### src/rtl/pwmq_pkg.sv
// Shared definitions for the FIFO-fed PWM block: register offsets,
// status bit positions and the output mode encoding.
package pwmq_pkg;
    timeunit 1ns;
    timeprecision 100ps;

    localparam logic [4:0] OFS_CTRL = 5'h00;
    localparam logic [4:0] OFS_STAT = 5'h04;
    localparam logic [4:0] OFS_SMPL = 5'h0C;
    localparam logic [4:0] OFS_PER  = 5'h10;

    localparam int ST_EMPTY = 3;
    localparam int ST_WRAP  = 4;
    localparam int ST_MATCH = 5;
    localparam int ST_DROP  = 6;

    typedef enum logic [1:0] {
        OUT_PASS = 2'd0,
        OUT_INV  = 2'd1,
        OUT_OFFA = 2'd2,
        OUT_OFFB = 2'd3
    } out_mode_e;
endpackage

### src/rtl/pwmq_prescaler.sv
// Clock divider: emits a one-cycle tick every (div_m1 + 1) clocks while
// enabled. Assumes div_m1 may change at any time; a count at or above
// the new limit ends the current tick interval at once.
module pwmq_prescaler #(
    parameter int PRE_W = 12
) (
    input  logic             clk,
    input  logic             rst_n,
    input  logic             en,
    input  logic [PRE_W-1:0] div_m1,
    output logic             tick
);
    timeunit 1ns;
    timeprecision 100ps;

    logic [PRE_W-1:0] pcnt;

    // Divider count, held at zero while disabled.
    always_ff @(posedge clk) begin
        if (!rst_n || !en)       pcnt <= '0;
        else if (pcnt >= div_m1) pcnt <= '0;
        else                     pcnt <= pcnt + PRE_W'(1);
    end

    assign tick = en && (pcnt >= div_m1);

    AST_TICK_SPACING: assert property (@(posedge clk) disable iff (!rst_n)
        (tick && div_m1 != '0) |=> (!tick || div_m1 == '0));
endmodule

### src/rtl/pwmq_sample_fifo.sv
// Circular queue of duty samples. Pushes into a full queue are rejected
// even when a pop happens in the same cycle. Pops of an empty queue are
// ignored. Assumes DEPTH >= 2.
module pwmq_sample_fifo #(
    parameter int DEPTH = 4,
    parameter int W     = 16,
    localparam int PTR_W = $clog2(DEPTH),
    localparam int CNT_W = $clog2(DEPTH + 1)
) (
    input  logic             clk,
    input  logic             rst_n,
    input  logic             push,
    input  logic [W-1:0]     push_data,
    input  logic             pop,
    output logic [W-1:0]     head,
    output logic [CNT_W-1:0] count,
    output logic             empty,
    output logic             full
);
    timeunit 1ns;
    timeprecision 100ps;

    logic [W-1:0]     mem [DEPTH];
    logic [PTR_W-1:0] wp, rp;
    logic             wr_ok, rd_ok;

    assign empty = (count == '0);
    assign full  = (count == CNT_W'(DEPTH));
    assign wr_ok = push && !full;
    assign rd_ok = pop && !empty;
    assign head  = mem[rp];

    function automatic logic [PTR_W-1:0] nxt(input logic [PTR_W-1:0] p);
        return (p == PTR_W'(DEPTH - 1)) ? '0 : p + PTR_W'(1);
    endfunction

    // Storage write, no reset needed for the data itself.
    always_ff @(posedge clk) begin
        if (wr_ok) mem[wp] <= push_data;
    end

    // Pointer and occupancy update.
    always_ff @(posedge clk) begin
        if (!rst_n) begin
            wp    <= '0;
            rp    <= '0;
            count <= '0;
        end else begin
            if (wr_ok) wp <= nxt(wp);
            if (rd_ok) rp <= nxt(rp);
            if (wr_ok && !rd_ok)      count <= count + CNT_W'(1);
            else if (rd_ok && !wr_ok) count <= count - CNT_W'(1);
        end
    end

    AST_FIFO_BOUND: assert property (@(posedge clk) disable iff (!rst_n)
        count <= CNT_W'(DEPTH));
    AST_FIFO_NO_OVERFILL: assert property (@(posedge clk) disable iff (!rst_n)
        (full && push && !pop) |=> $stable(count));
endmodule

### src/rtl/pwmq_wave_core.sv
// Period counter, repeat logic and compare. The counter runs from 0 to
// per_lim + 1 on ticks. The level is active while counter < sample.
// A sample is taken on the enabling write (start) and at a wrap that
// ends the repeat group. Assumes start only arrives while disabled.
module pwmq_wave_core #(
    parameter int W = 16
) (
    input  logic         clk,
    input  logic         rst_n,
    input  logic         en,
    input  logic         tick,
    input  logic [W-1:0] per_lim,
    input  logic [1:0]   rep_sel,
    input  logic         start,
    input  logic         fifo_empty,
    input  logic [W-1:0] fifo_head,
    output logic         pop,
    output logic [W-1:0] cur_sample,
    output logic         level,
    output logic         wrap,
    output logic         match
);
    timeunit 1ns;
    timeprecision 100ps;

    logic [W-1:0] cnt;
    logic [W-1:0] top_val;
    logic [2:0]   rep_cnt;
    logic         rep_last;

    assign top_val  = per_lim + W'(1);
    assign wrap     = en && tick && (cnt >= top_val);
    assign rep_last = (rep_cnt == ((3'd1 << rep_sel) - 3'd1));
    assign pop      = !fifo_empty && (start || (wrap && rep_last));
    assign level    = en && (cnt < cur_sample);
    assign match    = en && (cnt == cur_sample);

    // Period counter, cleared while disabled.
    always_ff @(posedge clk) begin
        if (!rst_n || !en) cnt <= '0;
        else if (tick)     cnt <= (cnt >= top_val) ? '0 : cnt + W'(1);
    end

    // Count of periods spent on the current sample.
    always_ff @(posedge clk) begin
        if (!rst_n || !en) rep_cnt <= '0;
        else if (wrap)     rep_cnt <= rep_last ? 3'd0 : rep_cnt + 3'd1;
    end

    // Current duty sample, replaced on each pop.
    always_ff @(posedge clk) begin
        if (!rst_n)   cur_sample <= '0;
        else if (pop) cur_sample <= fifo_head;
    end

    AST_WRAP_TO_ZERO: assert property (@(posedge clk) disable iff (!rst_n)
        wrap |=> (cnt == '0));
    AST_REPEAT_HOLD: assert property (@(posedge clk) disable iff (!rst_n)
        (wrap && !rep_last) |=> $stable(cur_sample));
endmodule

### src/rtl/pwm_fifo_gen.sv
// Top of the FIFO-fed PWM: register bank, status flags, self-clearing
// reset and output mode stage around the divider, queue and wave core.
// Assumes one register write per cycle; reads are combinational.
module pwm_fifo_gen #(
    parameter int W     = 16,
    parameter int PRE_W = 12,
    parameter int DEPTH = 4
) (
    input  logic        clk,
    input  logic        rst_n,
    input  logic        reg_we,
    input  logic [4:0]  reg_addr,
    input  logic [31:0] reg_wdata,
    output logic [31:0] reg_rdata,
    output logic        pwm_out,
    output logic        pwm_oe
);
    timeunit 1ns;
    timeprecision 100ps;
    import pwmq_pkg::*;

    localparam int CNT_W   = $clog2(DEPTH + 1);
    localparam int PRE_LO  = 4;
    localparam int CSEL_LO = PRE_LO + PRE_W;
    localparam int MODE_LO = CSEL_LO + 2;
    localparam logic [W-1:0] PER_SAT = {{(W-1){1'b1}}, 1'b0};

    logic             en_q, swr_q;
    logic [1:0]       rep_q, csel_q;
    logic [PRE_W-1:0] pre_q;
    out_mode_e        mode_q;
    logic [W-1:0]     per_q, per_eff;
    logic             wrap_f, match_f, drop_f;
    logic             int_rst_n;
    logic             wr_ctrl, wr_stat, push, start;
    logic             tick, pop, level, wrap, match;
    logic [W-1:0]     head, cur_sample;
    logic [CNT_W-1:0] fcount;
    logic             fempty, ffull;
    logic             wdata_unused;

    assign wdata_unused = ^reg_wdata[31:MODE_LO+2];
    assign int_rst_n = rst_n && !swr_q;
    assign wr_ctrl   = reg_we && (reg_addr == OFS_CTRL);
    assign wr_stat   = reg_we && (reg_addr == OFS_STAT);
    assign push      = reg_we && (reg_addr == OFS_SMPL);
    assign start     = wr_ctrl && reg_wdata[0] && !reg_wdata[3] && !en_q;
    assign per_eff   = (per_q == '1) ? PER_SAT : per_q;

    // Control register; a reset request writes only the self-clearing bit.
    always_ff @(posedge clk) begin
        if (!int_rst_n) begin
            en_q   <= 1'b0;
            swr_q  <= 1'b0;
            rep_q  <= '0;
            pre_q  <= '0;
            csel_q <= '0;
            mode_q <= OUT_PASS;
        end else if (wr_ctrl) begin
            if (reg_wdata[3]) begin
                swr_q <= 1'b1;
            end else begin
                en_q   <= reg_wdata[0];
                rep_q  <= reg_wdata[2:1];
                pre_q  <= reg_wdata[PRE_LO +: PRE_W];
                csel_q <= reg_wdata[CSEL_LO +: 2];
                mode_q <= out_mode_e'(reg_wdata[MODE_LO +: 2]);
            end
        end
    end

    // Period register.
    always_ff @(posedge clk) begin
        if (!int_rst_n)                       per_q <= '0;
        else if (reg_we && reg_addr == OFS_PER) per_q <= reg_wdata[W-1:0];
    end

    // Sticky status flags: an event sets, a write of 1 clears.
    always_ff @(posedge clk) begin
        if (!int_rst_n) begin
            wrap_f  <= 1'b0;
            match_f <= 1'b0;
            drop_f  <= 1'b0;
        end else begin
            wrap_f  <= wrap  || (wrap_f  && !(wr_stat && reg_wdata[ST_WRAP]));
            match_f <= match || (match_f && !(wr_stat && reg_wdata[ST_MATCH]));
            drop_f  <= (push && ffull) || (drop_f && !(wr_stat && reg_wdata[ST_DROP]));
        end
    end

    pwmq_prescaler #(.PRE_W(PRE_W)) u_div (
        .clk    (clk),
        .rst_n  (int_rst_n),
        .en     (en_q),
        .div_m1 (pre_q),
        .tick   (tick)
    );

    pwmq_sample_fifo #(.DEPTH(DEPTH), .W(W)) u_fifo (
        .clk       (clk),
        .rst_n     (int_rst_n),
        .push      (push),
        .push_data (reg_wdata[W-1:0]),
        .pop       (pop),
        .head      (head),
        .count     (fcount),
        .empty     (fempty),
        .full      (ffull)
    );

    pwmq_wave_core #(.W(W)) u_core (
        .clk        (clk),
        .rst_n      (int_rst_n),
        .en         (en_q),
        .tick       (tick),
        .per_lim    (per_eff),
        .rep_sel    (rep_q),
        .start      (start),
        .fifo_empty (fempty),
        .fifo_head  (head),
        .pop        (pop),
        .cur_sample (cur_sample),
        .level      (level),
        .wrap       (wrap),
        .match      (match)
    );

    // Register read multiplexer.
    always_comb begin
        reg_rdata = '0;
        case (reg_addr)
            OFS_CTRL: begin
                reg_rdata[0]                = en_q;
                reg_rdata[2:1]              = rep_q;
                reg_rdata[3]                = swr_q;
                reg_rdata[PRE_LO +: PRE_W]  = pre_q;
                reg_rdata[CSEL_LO +: 2]     = csel_q;
                reg_rdata[MODE_LO +: 2]     = mode_q;
            end
            OFS_STAT: begin
                reg_rdata[CNT_W-1:0] = fcount;
                reg_rdata[ST_EMPTY]  = fempty;
                reg_rdata[ST_WRAP]   = wrap_f;
                reg_rdata[ST_MATCH]  = match_f;
                reg_rdata[ST_DROP]   = drop_f;
            end
            OFS_SMPL: reg_rdata[W-1:0] = en_q ? cur_sample : '0;
            OFS_PER:  reg_rdata[W-1:0] = per_q;
            default:  reg_rdata = '0;
        endcase
    end

    // Output mode stage.
    always_comb begin
        case (mode_q)
            OUT_PASS: begin pwm_out = level;  pwm_oe = 1'b1; end
            OUT_INV:  begin pwm_out = !level; pwm_oe = 1'b1; end
            default:  begin pwm_out = 1'b0;   pwm_oe = 1'b0; end
        endcase
    end

    AST_SWR_SELF_CLEAR: assert property (@(posedge clk) disable iff (!rst_n)
        swr_q |=> !swr_q);
    AST_DROP_FLAG: assert property (@(posedge clk) disable iff (!rst_n)
        (push && ffull && !swr_q) |=> drop_f);
    AST_WRAP_FLAG: assert property (@(posedge clk) disable iff (!rst_n)
        (wrap && !swr_q) |=> wrap_f);
endmodule

### config.mk
export PLATFORM = sky130hd
export DESIGN_NAME = pwm_fifo_gen
export DESIGN_NICKNAME = d
export VERILOG_FILES = /design/src/rtl/pwmq_pkg.sv /design/src/rtl/pwmq_prescaler.sv /design/src/rtl/pwmq_sample_fifo.sv /design/src/rtl/pwmq_wave_core.sv /design/src/rtl/pwm_fifo_gen.sv
export SDC_FILE = /design/constraint.sdc
export NUM_CORES = 1
export LEC_CHECK = 0
export BUFFER_PORTS_ARGS = -buffer_cell sky130_fd_sc_hd__buf_2
export CAP_MARGIN = 10
export CELL_PAD_IN_SITES_DETAIL_PLACEMENT = 0
export CELL_PAD_IN_SITES_GLOBAL_PLACEMENT = 1
export CORE_AREA = 2 2 188 135
export DETAILED_ROUTE_END_ITERATION = 16
export DIE_AREA = 0 0 190 137
export PLACE_DENSITY_LB_ADDON = 0.1
export SYNTH_ARGS = -nofsm -noshare
export SYNTH_HDL_FRONTEND = slang
export SYNTH_SLANG_ARGS = --single-unit
### constraint.sdc
create_clock -name clk -period 14 [get_ports clk]
set_clock_uncertainty 0.1 [all_clocks]
set_input_delay 0.7 -clock clk [delete_from_list [all_inputs] [get_ports clk]]
set_output_delay 0.7 -clock clk [all_outputs]
set_load 0.05 [all_outputs]
==> qor.csv, run 1 <==
metric,value,unit
clk_lat worst skew,0.44,ns
Initial Util,0.344,
WP data arrival,5.96,ns
Synth Flop Type,dfxtp_1,
detailed placement HPWL,17100,microns
Rows,48,
"Async S/R FF share, synth",0,
Die X,190,microns
setup ws final,8.29,ns
fin crit share,0.408,
1st-iter DRT viols,370,
run status,finished clean,
largest net degree at the start of global routing,46,
"EDFF count, synth",64,
All-Layer GR Usage,0.192,
unrepaired setup endpoints after global routing,no,
vias in the first global route,6417,
drt first pass iters,6,
first-pass GRT wire length,37100,microns
CTS tree,built,
Total Power,1.02,mW
hold buffer count at CTS,0,
Max Slew Vio Count,0,
core area,0.0242,sq mm
root buf cell,clkbuf_16,
Die Height,137,microns
final WL,23600,microns
"Seq/Total Area, Yosys",0.454,
worst-path fanout max,20,
Synth-to-Final Area Change,13.3,%
top-area cell type share of the netlist area,0.231,
antenna-violating nets left,0,
Syn Inst Count,859,
worst rel slew slack,0.210,
WP data required,14.25,ns
Critical Path Source Type,register,
cts repair resizes,0,
RD Place Congestion,0.835,
DIE AREA,0.0260,sq mm
Worst-path clk slew,0.07,ns
Crit Path Class,reg -> reg,
Max rail drop VDD,0.0925,mV
vias per inst,5.28,
kind of end point of the critical path,register,
# Max-Cap Violations,0,
synthesized flop and latch total,157,
H-tree depth,4,
Avg WL per Cell,19.2,microns
antenna violations before repair,1,
global route overflow,0,
list of most frequent post-synthesis cells,"nand2_1, dfxtp_1, nor2_1",
Num CTS Buffers,17,
largest cells by area after synthesis,"edfxtp_1, dfxtp_1, ha_1",
Tightest Pin Transition,1.19,ns
"Avg Cell Area, Syn",9.69,sq um
Fin. Hold Viols,0,
IO Port Bufs,49,
PwrDens,108,mW/mm^2
HP Class,reg -> reg,
leading area contributor after synthesis,edfxtp_1,
Nets,985,
count of cell types in the netlist,55,
Setup TNS Final,0,ns
Setup Viol. Count Final,0,
IO Pins,74,
"Cell Area, Synth",0.00833,sq mm
Setup Buffers After CTS,0,
clock sinks,157,
Static Leak,3.41,nW
YS warnings,0,
vias after detailed routing,6495,
minimum clock period,5.71,ns
pre-CTS WS,8.24,ns
most numerous cell in the Yosys netlist,nand2_1,
share of cells above drive strength 1,0.123,
Layout fillers,2386,
fmax,0.175,GHz
# DRC,0,
clock buffer depth,2,
## report_power, final
part	switching, mW	leakage, nW	internal [mW]	total, mW
Clock	0.207	0.296	0.284	0.492
Combinational	0.0325	1.79	0.0155	0.0480
Sequential	0.00348	1.32	0.477	0.480
## state kept, by name, summed over array words and instances, names as in the netlist, 2 cells and up
| name | count |
|---|---|
| u_fifo.wp | 2 |
| u_core.cnt | 16 |
| u_fifo.count | 3 |
| rep_q | 2 |
| u_core.cur_sample | 16 |
| pre_q | 12 |
| u_fifo.rp | 2 |
| csel_q | 2 |
| mode_q | 2 |
| u_fifo.mem | 64 |
| u_div.pcnt | 12 |
| u_core.rep_cnt | 3 |
| per_q | 16 |
## placed cells by master, fill, tap and decap left out, types with 3 or more instances in the layout
master / Yosys / routed
nand2_1: 101 / 101
dfxtp_1: 93 / 93
nor2_1: 88 / 88
edfxtp_1: 64 / 64
a21oi_1: 62 / 62
ha_1: 54 / 54
buf_2: 8 / 49
inv_1: 39 / 39
o21ai_0: 37 / 37
and3_1: 33 / 33
mux2i_1: 31 / 31
nand3_1: 24 / 24
xnor2_1: 22 / 22
o311ai_1: 18 / 18
clkbuf_16: 0 / 17
mux4_2: 16 / 16
xor2_1: 15 / 15
nor3_1: 14 / 14
nand4_1: 12 / 12
conb_1: 1 / 12
and2_1: 10 / 10
buf_4: 13 / 8
o21ai_1: 7 / 7
a222oi_1: 6 / 6
o21a_1: 6 / 6
a21o_1: 5 / 5
inv_6: 0 / 5
and4_1: 4 / 4
or3_1: 4 / 4
nor2b_1: 5 / 4
nor3b_1: 3 / 3
bufinv_16: 0 / 3
## critical path, stage by stage, from the launching register on
cell and delay (ns):
dfxtp_1 0.40, and3_1 0.23, and2_1 0.17, nand3_1 0.13, o21a_1 0.21, ha_1 0.21, nand3_1 0.12, nor2_1 0.23
and3_1 0.27, nand3_1 0.11, xor2_1 0.17, ha_1 0.27, nand2_1 0.05, nor2_1 0.23, nand2_1 0.11, o311ai_1 0.58
nand2_1 0.67, o21a_1 0.37, ha_1 0.22, inv_1 0.07, fa_1 0.17, xor2_1 0.08, or3_1 0.31, a21oi_1 0.14
## area by class of cell
class                           count  area (sq um)  share of cell area
Antenna cell                        1          2.50            0.000265
Clock inverter                     15           185              0.0196
Tap cell                          325           407              0.0431
Clock buffer                       17           425              0.0451
Sequential cell                   157          3780               0.401
Multi-Input combinational cell    618          4180               0.443
Inverter                           39           146              0.0155
Timing Repair Buffer               57           305              0.0324
## through the flow
stage / cell area (sq um) / hold slack, ns / instances / utilization
floorplan: 8370 / 0.336 / 870 / -
global placement: 8820 / 0.348 / 1196 / 0.364
detailed placement: 8820 / 0.350 / 1196 / 0.364
CTS: 9430 / 0.361 / 1228 / 0.390
global route: 9430 / 0.405 / 1229 / 0.390
finish: 9430 / 0.371 / 1229 / 0.390
## worst paths after layout
path | startpoint | end | slack [ns] | cells past startpoint
max | per_q[11] | u_fifo.count[2] | 8.29 | 23
min reg2reg | wrap_f | wrap_f | 0.37 | 2
min | wrap_f | wrap_f | 0.37 | 2
max reg2reg | per_q[11] | u_fifo.count[2] | 8.29 | 23
## routing by layer
layer / track usage / wire length, microns / vias up
met5: 0 / 0 / -
met4: 0.0521 / 214 / 0
met2: 0.292 / 10100 / 162
met1: 0.275 / 12100 / 3183
li1: - / - / 3136
met3: 0.0426 / 1200 / 14
## cell families after synthesis
kind of cell,Yosys count,share of synthesized area
and+or+nand+nor,312,0.178
DFF,157,0.454
AOI/OAI and AO/OA,154,0.112
buffers and inverters,95,0.0508
adders and majority gates,55,0.0836
muxes,48,0.0819
xor gates and xnor gates,37,0.0389
other,1,0.000450
(Power assumes the default switching activity.)
==> run 2: changes to the inputs <==
- ABC_AREA: not set -> 1
- CORE_AREA: 2 2 188 135 -> 2 2 186 133
- DIE_AREA: 0 0 190 137 -> 0 0 188 135
- clock period: 14 -> 4.62 ns (I/O delays scaled with it)
==> qor.csv, run 2 <==
metric,value,unit,change
detailed placement HPWL,17000,microns,-0.79%
Num CTS Buffers,17,,unchanged
synthesized flop and latch total,157,,unchanged
Total Power,3.06,mW,+200%
Setup TNS Final,0,ns,unchanged
Synth Flop Type,dfxtp_1,,
worst rel slew slack,0.243,,+0.0329
pre-CTS WS,0.343,ns,-7.89 ns
metal3 WL,992,microns,-17%
"Cell Area, Synth",0.00813,sq mm,-2.3%
Tightest Pin Transition,1.13,ns,-0.0536 ns
WP data arrival,4.39,ns,-1.57 ns
Nets,1122,,+14%
"commonest non-fill, non-tap cell in the layout",nor2_1,,
YS warnings,0,,unchanged
# DRC,0,,unchanged
global route overflow,0,,unchanged
Antenna Cells,0,,-1
top layer in use,met4,,
H-tree depth,4,,unchanged
"Async S/R FF share, synth",0,,unchanged
Die Height,135,microns,-1.5%
fmax,0.240,GHz,+37%
Static Leak,3.70,nW,+8.5%
most numerous cell in the Yosys netlist,nor2_1,,
Syn Inst Count,958,,+12%
kind of end point of the critical path,register,,
leading area contributor after synthesis,edfxtp_1,,
clock sinks,157,,unchanged
IO Port Bufs,49,,unchanged
clock buffer depth,2,,unchanged
# Max-Cap Violations,0,,unchanged
Max rail drop VDD,0.266,mV,+190%
All-Layer GR Usage,0.194,,+0.00195
vias per inst,4.88,,-7.7%
Avg WL per Cell,17.1,microns,-11%
largest net degree at the start of global routing,58,,+26%
HP Class,in -> reg,,
final hold slack,0.00826,ns,-0.363 ns
clk_lat worst skew,0.44,ns,about the same
vias after detailed routing,6623,,+2.0%
top-area cell type share of the netlist area,0.236,,+0.00543
Setup Viol. Count Final,0,,unchanged
Die X,188,microns,-1.1%
worst-path fanout max,4,,-80%
first-pass GRT wire length,37100,microns,about the same
Largest register FFs,64,,unchanged
unrepaired setup endpoints after global routing,no,,
"Seq/Total Area, Yosys",0.465,,+0.0107
1st-iter DRT viols,416,,+12%
share of cells above drive strength 1,0.119,,-0.00369
setup ws final,0.453,ns,-7.84 ns
Biggest register,u_fifo.mem,,
run status,finished clean,,
Rows,47,,-2.1%
Worst-path clk slew,0.06,ns,about the same
R2R cell count,26,,+13%
drt first pass iters,4,,-2
WP data required,4.84,ns,-9.41 ns
Critical Path Source Type,register,,
R2R setup slack,0.45,ns,-7.84 ns
worst r2r dst,u_fifo.count[1],,
count of cell types in the netlist,48,,-13%
Max Slew Vio Count,0,,unchanged
antenna violations before repair,0,,-1
vias in the first global route,6303,,-1.8%
Initial Util,0.347,,+0.00268
fin crit share,0.902,,+0.494
list of most frequent post-synthesis cells,"nor2_1, nand2_1, inv_1",,
Fin. Hold Viols,0,,unchanged
Synth-to-Final Area Change,17.0,%,
worst r2r src,per_q[3],,
final WL,23200,microns,-1.6%
"Avg Cell Area, Syn",8.49,sq um,-12%
met1 WL,12500,microns,+3.6%
largest cells by area after synthesis,"edfxtp_1, dfxtp_1, ha_1",,
PwrDens,322,mW/mm^2,+200%
RD Place Congestion,0.781,,-6.5%
Crit Path Class,reg -> reg,,
Setup Buffers After CTS,0,,unchanged
"commonest non-fill, non-tap cells in the layout","nor2_1, nand2_1, inv_1",,
minimum clock period,4.17,ns,-1.54 ns
CTS tree,built,,
root buf cell,clkbuf_16,,
"EDFF count, synth",64,,unchanged
DIE AREA,0.0254,sq mm,-2.5%
post-layout utilization of the core,0.406,,+0.0159
antenna-violating nets left,0,,unchanged
IO Pins,74,,unchanged
CP Capture Point,u_fifo.count[1],,
Worst Setup SP,per_q[3],,
core area,0.0235,sq mm,-3.1%
met2 wire len,9480,microns,-5.7%
## run 2: cell count changes after synthesis, moves of 10 or more
cell / previous run / this run
a21oi_1: 62 / 81
and2_1: 10 / 0
and3_1: 33 / 2
inv_1: 39 / 118
mux2i_1: 31 / 0
mux4_2: 16 / 0
nand2_1: 101 / 120
nand3b_1: 0 / 12
nor2_1: 88 / 128
o21ai_0: 37 / 89
o22ai_1: 0 / 19
o311ai_1: 18 / 0
xnor2_1: 22 / 6
## run 2: repair_timing
action                     4_1_cts  5_1_grt
setup endpoints to repair        0        4
hold endpoints to repair        52        0
resized for setup                0       11
hold buffers                    16        0
## run 2: kinds of logic (layout without fill, tap and decap cells)
family | count (synthesis) | after routing | synth area share
adder cells (fa/ha/maj) | 55 | 55 | 0.0855
XOR/XNOR | 23 | 23 | 0.0248
buffers and inverters | 162 | 233 | 0.0834
other | 1 | 12 | 0.000461
flip-flops | 157 | 157 | 0.465
AO/OA/AOI/OAI | 218 | 218 | 0.149
AND/OR/NAND/NOR | 342 | 342 | 0.192
## run 2: layer usage
metal	vias to the layer above	track usage
li1	3367	-
met1	3100	0.298
met2	143	0.278
met3	13	0.0338
met4	0	0.0503
met5	-	0
## run 2: how the worst min path moves through the flow
| stage | start | endpoint | slack [ns] | cells past startpoint |
|---|---|---|---|---|
| floorplan | reg_wdata[0] | u_fifo.mem[0][0] | 0.23 | 0 |
| global placement | csel_q[1] | csel_q[1] | 0.34 | 2 |
| detailed placement | csel_q[0] | csel_q[0] | 0.35 | 2 |
| CTS | reg_wdata[11] | u_fifo.mem[0][11] | 0.003 | 1 |
| global route | reg_wdata[11] | u_fifo.mem[1][11] | 0.005 | 1 |
| finish | reg_wdata[11] | u_fifo.mem[3][11] | 0.008 | 1 |
## run 2: worst max-delay path, cell delays in order (launching register included)
cell and delay [ns]:
dfxtp_1 0.32, inv_1 0.16, nor3_1 0.09, nand4_1 0.13, nand2_2 0.09, inv_1 0.06
ha_1 0.17, nand3_1 0.15, nor2_2 0.16, nand4_1 0.15, nor2_2 0.15, nand3_1 0.09
xor2_1 0.16, inv_1 0.06, ha_1 0.26, nand2_1 0.07, nor3_1 0.22, nand2_1 0.10
nand2_1 0.13, nand3_2 0.13, nand2_4 0.11, nand2_4 0.05, ha_1 0.20, inv_1 0.10
fa_1 0.40, o21ai_0 0.17, a21oi_1 0.06
## run 2: where the power goes
group | total, mW | switching, mW | internal (mW)
Sequential | 1.45 | 0.00303 | 1.44
Combinational | 0.122 | 0.0874 | 0.0345
Clock | 1.49 | 0.629 | 0.865
## run 2: layout make-up
class / count / area (sq um)
Clock inverter: 14 / 186
Inverter: 121 / 454
Clock buffer: 18 / 429
Timing Repair Buffer: 80 / 531
Fill cell: 2413 / 13900
Multi-Input combinational cell: 650 / 3730
Tap cell: 318 / 398
Sequential cell: 157 / 3790
## run 2: per-stage QoR
step,instance area (sq um),cells
global placement,8720,1310
finish,9520,1358
CTS,9500,1358
detailed placement,8720,1310
floorplan,8180,969
global route,9520,1358
==> run 3: changes to the inputs <==
- CORE_AREA: 2 2 186 133 -> 2 2 191 136
- DIE_AREA: 0 0 188 135 -> 0 0 193 138
- SYNTH_HIERARCHICAL: not set -> 1
==> qor.csv, run 3 <==
metric,value,unit,change
first-pass GRT wire length,36600,microns,-1.3%
IO Port Bufs,49,,unchanged
"EDFF count, synth",64,,unchanged
# DRC,0,,unchanged
clock sinks,159,,+1.3%
Layout fillers,2666,,+10%
Worst-path clk slew,0.06,ns,about the same
Num CTS Buffers,17,,unchanged
"Avg Cell Area, Syn",7.93,sq um,-6.6%
Syn Inst Count,1082,,+13%
detailed placement HPWL,16700,microns,-1.5%
Max rail drop VDD,0.248,mV,-7.0%
core area,0.0251,sq mm,+7.1%
clock buffer depth,2,,unchanged
"commonest non-fill, non-tap cells in the layout","nor2_1, nand2_1, inv_1",,
fmax,0.238,GHz,-0.67%
DIE AREA,0.0266,sq mm,+4.9%
vias after detailed routing,6868,,+3.7%
share of cells above drive strength 1,0.129,,+0.0100
Seq. cell area,0.00382,sq mm,+0.92%
vias in the first global route,6433,,+2.1%
Setup TNS Final,0,ns,unchanged
run status,finished clean,,
Placed Instance Area,0.00917,sq mm,+5.2%
Die X,193,microns,+2.7%
Synth-to-Final Area Change,15.4,%,
Nets,1235,,+10%
Die Height,138,microns,+2.2%
global route overflow,0,,unchanged
root buf cell,clkbuf_16,,
kind of end point of the critical path,register,,
final WL,23100,microns,-0.58%
largest net degree at the start of global routing,38,,-34%
Synth Flop Type,dfxtp_1,,
most numerous cell in the Yosys netlist,nor2_1,,
fin area,0.00990,sq mm,+4.0%
vias per inst,4.63,,-5.1%
drt first pass iters,5,,+1
"Cell Area, Synth",0.00858,sq mm,+5.5%
R2R setup slack,0.42,ns,-0.03 ns
CTS tree,built,,
minimum clock period,4.20,ns,+0.0283 ns
Cells after DPL,1438,,+9.8%
Setup Viol. Count Final,0,,unchanged
synthesized flop and latch total,159,,+1.3%
unrepaired setup endpoints after global routing,no,,
fin cells,1484,,+9.3%
worst-path fanout max,4,,unchanged
IO Pins,74,,unchanged
multi-input gate area in the final layout,0.00396,sq mm,+6.2%
Static Leak,4.11,nW,+11%
RD Place Congestion,0.772,,-1.2%
1st-iter DRT viols,393,,-5.5%
H-tree depth,4,,unchanged
"commonest non-fill, non-tap cell in the layout",nor2_1,,
Avg WL per Cell,15.5,microns,-9.0%
Tightest Pin Transition,1.06,ns,-0.0755 ns
fin crit share,0.908,,+0.00613
PwrDens,299,mW/mm^2,-7.2%
antenna-violating nets left,0,,unchanged
Fin. Hold Viols,0,,unchanged
Antenna Cells,0,,unchanged
Critical Path Source Type,register,,
HP Class,in -> reg,,
All-Layer GR Usage,0.181,,-0.0130
YS warnings,6,,+6
count of cell types in the netlist,42,,-13%
# Max-Cap Violations,0,,unchanged
Initial Util,0.341,,-0.00535
Rows,49,,+4.3%
clk_lat worst skew,0.43,ns,about the same
Largest register FFs,64,,unchanged
worst rel slew slack,0.294,,+0.0513
largest cells by area after synthesis,"edfxtp_1, dfxtp_1, nor2_1",,
top-area cell type share of the netlist area,0.224,,-0.0123
"Seq/Total Area, Yosys",0.446,,-0.0195
WP data required,4.84,ns,about the same
list of most frequent post-synthesis cells,"nor2_1, nand2_1, inv_1",,
Crit Path Class,reg -> reg,,
Total Power,2.96,mW,-3.5%
antenna violations before repair,0,,unchanged
Biggest register,u_fifo/mem,,
WP data arrival,4.42,ns,+0.03 ns
Max Slew Vio Count,0,,unchanged
leading area contributor after synthesis,edfxtp_1,,
"Async S/R FF share, synth",0,,unchanged
run 3: cell count changes in the layout (fill, tap and decap cells not counted), moves of 13 or more:
cell,delta
o21ai_0,-62
nor2_1,+59
a21oi_1,-33
nand2_1,+54
o21ai_1,+28
nand3_1,+39
buf_4,+13
nand4_1,+20
inv_1,+18
run 3: power by group:
part | total, mW | internal, mW | leakage [nW] | switching [mW]
Sequential | 1.47 | 1.46 | 1.34 | 0.00338
Clock | 1.36 | 0.769 | 0.267 | 0.592
Combinational | 0.131 | 0.0351 | 2.50 | 0.0957
run 3: final timing paths:
| kind | startpoint | to | depth (start not counted) |
|---|---|---|---|
| setup / recovery | per_q[13] | u_fifo/count[1] | 25 |
| hold / removal | reg_wdata[1] | u_fifo/mem[2][1] | 1 |
| setup reg to reg | per_q[13] | u_fifo/count[1] | 25 |
| hold reg to reg | u_div/pcnt[0] | u_div/pcnt[0] | 1 |
run 3: timing repair:
item	CTS	global route
hold buffers	13	0
setup endpoints to repair	0	2
hold endpoints to repair	49	0
resized for setup	0	7
buffers inserted	0	1
run 3: layer usage:
metal / global-route usage / part of all wire / wire [microns] / vias to the layer above
li1: - / - / - / 3600
met1: 0.290 / 0.55 / 12700 / 3118
met2: 0.241 / 0.40 / 9160 / 129
met3: 0.0340 / 0.040 / 916 / 21
met4: 0.0526 / 0.012 / 279 / 0
met5: 0 / 0 / 0 / -
run 3: layout make-up:
| class | instances | area share |
|---|---|---|
| tap | 331 | 0.0418 |
| clock inverter | 13 | 0.0114 |
| clock buffer | 19 | 0.0458 |
| sequential | 159 | 0.386 |
| multi-input combinational | 730 | 0.400 |
| timing repair buffer | 90 | 0.0604 |
| inverter | 142 | 0.0540 |
run 3: cell families (layout without fill, tap and decap cells):
group	Yosys count	count (layout)	share of synthesized area
AOI/OAI and AO/OA	127	127	0.0786
xor gates and xnor gates	33	33	0.0337
adders and majority gates	55	55	0.0811
buffers and inverters	204	264	0.101
DFF	159	159	0.446
other	1	12	0.000437
and+or+nand+nor	503	503	0.260
run 3: metrics by stage:
stage | worst slack [ns] | util | hold slack (ns)
final | 0.425 | 0.394 | 0.0142
after global routing | 0.0152 | 0.394 | 0.00702
after CTS | 0.0907 | 0.393 | 0.000184
after detailed placement | 0.106 | 0.365 | 0.339
after global placement | 0.213 | 0.365 | 0.331
after floorplan | 0.736 | - | 0.230
run 3: worst max-delay path, cell delays in order, from the launching register on:
cell      delay [ns]
dfxtp_1         0.34
nand4_1         0.10
nor2_1          0.08
a21boi_2        0.19
ha_1            0.21
nand3_1         0.16
nor2_2          0.16
nand3_1         0.13
nor3_1          0.18
buf_4           0.16
nand3_1         0.08
xnor2_1         0.15
inv_1           0.06
ha_1            0.26
nand2_1         0.08
o21ai_0         0.21
a21oi_1         0.08
nand2_2         0.15
nand3_2         0.11
a21oi_1         0.14
nand2_1         0.09
ha_1            0.22
inv_2           0.07
fa_1            0.39
o21ai_0         0.15
nor2_1          0.05
